`src/rtl/dmac_csr.sv`:
```
module dmac_csr #(
  parameter int NCH = 8
) (
  input  logic             clk,
  input  logic             rst_n,
  input  logic             wr_en,
  input  logic [9:0]       waddr,
  input  logic [31:0]      wdata,
  output logic [31:0]      rdata,
  input  logic [NCH-1:0]   tc_set,
  input  logic [NCH-1:0]   err_set,
  output logic [NCH*32-1:0] ch_src,
  output logic [NCH*32-1:0] ch_dst,
  output logic [NCH*32-1:0] ch_lli,
  output logic [NCH*32-1:0] ch_ctrl,
  output logic [NCH*32-1:0] ch_cfg,
  output logic [31:0]      dma_cfg,
  output logic [31:0]      dma_sync,
  output logic             irq_err,
  output logic             irq_tc,
  output logic             irq_any
);

  localparam logic [7:0] ID_FIRST = (NCH == 2) ? 8'h81 : 8'h80;
  localparam int TC_MBIT  = 15;
  localparam int ERR_MBIT = 14;

  logic       chan_hit, glob_hit, id_hit;
  logic [2:0] csel, rsel;
  logic [5:0] gword;

  assign chan_hit = (waddr[9:6] == 4'd1);
  assign glob_hit = (waddr[9:6] == 4'd0);
  assign id_hit   = (waddr[9:3] == 7'h7F);
  assign csel     = waddr[5:3];
  assign rsel     = waddr[2:0];
  assign gword    = waddr[5:0];

  logic [31:0] src_q [NCH];
  logic [31:0] dst_q [NCH];
  logic [31:0] lli_q [NCH];
  logic [31:0] ctl_q [NCH];
  logic [31:0] cfg_ch_q [NCH];
  logic [NCH-1:0] tc_msk, err_msk, en_map;

  for (genvar g = 0; g < NCH; g++) begin : g_ch
    logic wsel;
    assign wsel = wr_en && chan_hit && (csel == 3'(g));

    always_ff @(posedge clk) begin
      if (!rst_n) begin
        src_q[g]    <= '0;
        dst_q[g]    <= '0;
        lli_q[g]    <= '0;
        ctl_q[g]    <= '0;
        cfg_ch_q[g] <= '0;
      end else if (wsel) begin
        case (rsel)
          3'd0: src_q[g]    <= wdata;
          3'd1: dst_q[g]    <= wdata;
          3'd2: lli_q[g]    <= wdata;
          3'd3: ctl_q[g]    <= wdata;
          3'd4: cfg_ch_q[g] <= wdata;
          default: ;
        endcase
      end
    end

    assign ch_src[g*32 +: 32]  = src_q[g];
    assign ch_dst[g*32 +: 32]  = dst_q[g];
    assign ch_lli[g*32 +: 32]  = lli_q[g];
    assign ch_ctrl[g*32 +: 32] = ctl_q[g];
    assign ch_cfg[g*32 +: 32]  = cfg_ch_q[g];
    assign tc_msk[g]  = cfg_ch_q[g][TC_MBIT];
    assign err_msk[g] = cfg_ch_q[g][ERR_MBIT];
    assign en_map[g]  = cfg_ch_q[g][0];
  end

  logic [NCH-1:0] tc_q, err_q, tc_clr, err_clr, tc_act, err_act;
  logic [31:0]    cfg_q, sync_q;
  logic           irq_tc_q, irq_err_q, irq_any_q;

  assign tc_clr  = (wr_en && glob_hit && gword == 6'd2) ? wdata[NCH-1:0] : '0;
  assign err_clr = (wr_en && glob_hit && gword == 6'd4) ? wdata[NCH-1:0] : '0;
  assign tc_act  = tc_q & tc_msk;
  assign err_act = err_q & err_msk;

  always_ff @(posedge clk) begin
    if (!rst_n) begin
      tc_q      <= '0;
      err_q     <= '0;
      cfg_q     <= '0;
      sync_q    <= '0;
      irq_tc_q  <= 1'b0;
      irq_err_q <= 1'b0;
      irq_any_q <= 1'b0;
    end else begin
      tc_q      <= (tc_q & ~tc_clr) | tc_set;
      err_q     <= (err_q & ~err_clr) | err_set;
      irq_tc_q  <= |tc_act;
      irq_err_q <= |err_act;
      irq_any_q <= |(tc_act | err_act);
      if (wr_en && glob_hit && gword == 6'd12) cfg_q  <= wdata;
      if (wr_en && glob_hit && gword == 6'd13) sync_q <= wdata;
    end
  end

  assign dma_cfg  = cfg_q;
  assign dma_sync = sync_q;
  assign irq_tc   = irq_tc_q;
  assign irq_err  = irq_err_q;
  assign irq_any  = irq_any_q;

  function automatic logic [7:0] id_byte(input logic [2:0] k);
    case (k)
      3'd0: id_byte = ID_FIRST;
      3'd1: id_byte = 8'h10;
      3'd2: id_byte = 8'h04;
      3'd3: id_byte = 8'h0A;
      3'd4: id_byte = 8'h0D;
      3'd5: id_byte = 8'hF0;
      3'd6: id_byte = 8'h05;
      default: id_byte = 8'hB1;
    endcase
  endfunction

  always_comb begin
    rdata = '0;
    if (id_hit) begin
      rdata = {24'b0, id_byte(rsel)};
    end else if (chan_hit) begin
      for (int i = 0; i < NCH; i++) begin
        if (csel == 3'(i)) begin
          case (rsel)
            3'd0: rdata = src_q[i];
            3'd1: rdata = dst_q[i];
            3'd2: rdata = lli_q[i];
            3'd3: rdata = ctl_q[i];
            3'd4: rdata = cfg_ch_q[i];
            default: rdata = '0;
          endcase
        end
      end
    end else if (glob_hit) begin
      case (gword)
        6'd0:  rdata = 32'(tc_act | err_act);
        6'd1:  rdata = 32'(tc_act);
        6'd3:  rdata = 32'(err_act);
        6'd5:  rdata = 32'(tc_q);
        6'd6:  rdata = 32'(err_q);
        6'd7:  rdata = 32'(en_map);
        6'd12: rdata = cfg_q;
        6'd13: rdata = sync_q;
        default: rdata = '0;
      endcase
    end
  end


  any_is_or_chk: assert property (@(posedge clk) disable iff (!rst_n)
    irq_any == (irq_tc || irq_err));


  tc_rise_chk: assert property (@(posedge clk) disable iff (!rst_n)
    $rose(irq_tc) |-> $past(tc_q != '0));


  tc_set_wins_chk: assert property (@(posedge clk) disable iff (!rst_n)
    (tc_set != '0) |=> ((tc_q & $past(tc_set)) == $past(tc_set)));


  err_set_wins_chk: assert property (@(posedge clk) disable iff (!rst_n)
    (err_set != '0) |=> ((err_q & $past(err_set)) == $past(err_set)));


  tc_clear_chk: assert property (@(posedge clk) disable iff (!rst_n)
    (wr_en && glob_hit && gword == 6'd2) |=> ((tc_q & $past(wdata[NCH-1:0] & ~tc_set)) == '0));


  reserved_rd_zero_chk: assert property (@(posedge clk) disable iff (!rst_n)
    (chan_hit && rsel > 3'd4) |-> (rdata == '0));

endmodule

```
`config.mk`:
```
export PLATFORM = sky130hd
export DESIGN_NAME = dmac_csr
export DESIGN_NICKNAME = d
export VERILOG_FILES = /design/src/rtl/dmac_csr.sv
export SDC_FILE = /design/constraint.sdc
export NUM_CORES = 2
export LEC_CHECK = 0
export ABC_CLOCK_PERIOD_IN_PS = 12500
export BUFFER_PORTS_ARGS = -buffer_cell sky130_fd_sc_hd__buf_2
export CAP_MARGIN = 40
export CORE_AREA = 2 2 564 566
export DETAILED_ROUTE_END_ITERATION = 6
export DIE_AREA = 0 0 566 568
export RECOVER_POWER = 50
export SYNTH_ARGS = -nofsm -noshare
export SYNTH_HDL_FRONTEND = slang
export SYNTH_SLANG_ARGS = --single-unit
```
`constraint.sdc`:
```
create_clock -name clk -period 12.5 [get_ports clk]
set_input_delay 2.5 -clock clk [delete_from_list [all_inputs] [get_ports clk]]
set_output_delay 2.5 -clock clk [all_outputs]
set_load 0.05 [all_outputs]
```
==> impl_metrics.ini <==
[drt]
postRouteAntennaNets = 0
routed_wl_mm = 542
drtIter0Drc = 9510
drt-wirelength-per-cell_um = 50.2
vias_per_cell = 5.30
vias = 57300
drtPass1Iterations = 6
drc = 0

[die]
rows = 207
die_area_mm2 = 0.321
initial_core_util_pct = 20.2
io-pin-count = 1440
dieHeight_um = 568
die_w_um = 566
core-area_mm2 = 0.316

[timing]
finalSetupTns_ps = 0
timing.final.ws_setup_ps = 1690
rsz0062_at_grt = no
clock.fmax_mhz = 92.5
tightest_slew_ps = 3990
max-slew-margin-rel_pct = -166
post-route-period-util_pct = 86.5
finClkSkew_ps = 59.6
hold_viol = 0
finalSetupViolCount = 0
drv_slew = 741
fin_crit_ps = 10810

[clock_network]
cts_tree = built
clk_pin_slew_ps = 60
ctsResizeCount = 0
htreeDepth = 4
cts_buffers = 170
clock_path_buffers = 4
ctsHoldBuffers = 0
cts-root-buf = clkbuf_16
clk_latency_ps = 920
post_cts.repair.setup_buffers = 0
cts_sinks = 1363

[synth]
synth-seq-area-share_pct = 62.7
synthesis.nets = 5149
netlist_instances = 5088
synth_top_cell_by_area = edfxtp_1
synth_seq_cells = 1363
synth-edff-count = 1280
syn_avg_cell_area_um2 = 12.6
synth_top_area_share_pct = 60.1
ys_types = 82
synthTopCellsByArea = edfxtp_1 (60%), and2_1 (13%), a22oi_1 (2.9%), mux2i_1 (2.8%), dfxtp_1 (2.6%)
synthesis.area_mm2 = 0.0639
synth-main-ff-cell = edfxtp_1
yosysWarnings = 0
async_flop_share_pct = 0

[power]
irDropWorstVdd_v = 0.000110
power_frac_seq_pct = 42.7
cellPowerDensity_mw_per_mm2 = 158
p_int_w = 0.00839
clkPwrFrac_pct = 40.0
switching_power_w = 0.00443
p_leak_nw = 26.8
pwr-share-comb_pct = 17.4
p_sw_share_pct = 34.5

[setup_path]
worstPathArrival_ps = 8310
path_class = input port to primary output
cp_cell_sequence = buf_8 > buf_12 > clkinvlp_2 > a211oi_1 > o21ai_0 > a21oi_1 > o221ai_1 > buf_2
reg2reg_slack_ps = 10560
end_kind = primary output
crit_required_ps = 10000
critPathMaxStageDelay_ps = 2070
worst-path-max-fanout = 76
slowest_stage = clkinvlp_2
start_kind = input port

[final_layout]
syn_to_final_growth_pct = 26.6
final_common_cell = clkbuf_1
fillers = 33500
drive_gt1_share_pct = 12.5
postLayoutCoreUtil_pct = 25.6
nets = 6500
final_cell_mix = clkbuf_1 (1406), edfxtp_1 (1280), and2_1 (1021), and2_0 (267), a22oi_1 (245)

[run_status]
violations = max-capacitance violations, max-slew violations
status = finished with violations

[flow_run]
drv_cap = 33

[global_routing]
grt_antenna_before_repair = 113
grt_overflow = 0
grt_max_degree = 85
grt_usage_pct = 32.4
grt_pass1_wl_mm = 666
grt_pass1_vias = 53900

[place]
dp_hpwl_mm = 401
dpl_worst_slack_ps = 2940
portBuffers = 1439
place_congestion = 0.929

[worst_hold_path]
hold_class = flip-flop to flip-flop
## synth_stat cells (all sizes together) (30+ instances only)
library cell     n
a211oi          31
a21boi          66
a21oi          174
a221oi          50
a22oi          245
and2          1291
buf            201
clkbuf         328
dfxtp           83
edfxtp        1280
mux2            91
mux2i          181
nand2          243
nand3b          34
nor2           123
o21ai          172
o221ai          49
o22ai           95
o2bb2ai         30
## power groups by stage
stage	Sequential (W)	Combinational [W]	Clock, W
floorplan	0.00621	0.000440	0
global placement	0.00554	0.00226	0
detailed placement	0.00555	0.00228	0
CTS	0.00545	0.00228	0.00517
global route	0.00548	0.00223	0.00532
finish	0.00547	0.00223	0.00513
## worst max-delay path, delay by kind of cell
family                 cells  cell delay [ps]
AOI/OAI and AO/OA          4             2300
buffers and inverters      4             3310
## per-layer routing
layer / vias to the layer above / share of wire [%] / GRT usage (%) / routed length, um
met5: - / 0.0063 / 0 / 34
met4: 6 / 7.3 / 17.7 / 39600
met3: 1086 / 11 / 9.63 / 59500
met2: 5234 / 45 / 52.4 / 245000
met1: 29500 / 37 / 38.5 / 199000
li1: 21500 / - / - / -
## registers in the layout, summed over array words and instances (netlist names)
name,cells
cfg_ch_q,256
ctl_q,256
dst_q,256
lli_q,256
src_q,256
dma_cfg,32
dma_sync,32
err_q,8
tc_q,8
irq_any,1
irq_err,1
irq_tc,1
## area by class of cell
class,instances,area (um^2),share of cell area [%]
flip-flops and latches,1363,40100,49.5
multi-input cells,3190,22100,27.3
repair buffers,1708,7910,9.76
well taps,4180,5230,6.46
clock buffers,213,4550,5.62
clock inverters,95,937,1.16
diodes,56,140,0.173
inverters,6,31.3,0.0386
## kinds of logic after synthesis
kind of cell           share of synthesized area, %
AO/OA/AOI/OAI                                  11.5
XOR/XNOR                                     0.0137
buffers and inverters                          3.94
flip-flops                                     62.7
multiplexers                                   5.27
AND/OR/NAND/NOR                                16.6
## stage by stage
| step | cell area (um^2) | cells | hold WS, ps | power [W] |
|---|---|---|---|---|
| after floorplan | 63900 | 5088 | 486 | 0.00665 |
| final | 81000 | 10800 | 496 | 0.0128 |
| after CTS | 83000 | 10800 | 485 | 0.0129 |
| after global routing | 80800 | 10800 | 513 | 0.0130 |
| after detailed placement | 77500 | 10400 | 478 | 0.00782 |
| after global placement | 76500 | 10400 | 465 | 0.00780 |
## path summary, 6_finish.rpt
| path | startpoint | to | cells after the start |
|---|---|---|---|
| worst max-delay path | waddr[2] | rdata[1] | 8 |
| worst min-delay path | dma_cfg[16]$_SDFFE_PN0P_ | dma_cfg[16]$_SDFFE_PN0P_ | 2 |
| worst max register to register | cfg_ch_q[0][79]$_SDFFCE_PN0P_ | irq_any$_SDFF_PN0_ | 4 |
| worst min register to register | dma_cfg[16]$_SDFFE_PN0P_ | dma_cfg[16]$_SDFFE_PN0P_ | 2 |
(Power assumes the default switching activity.)
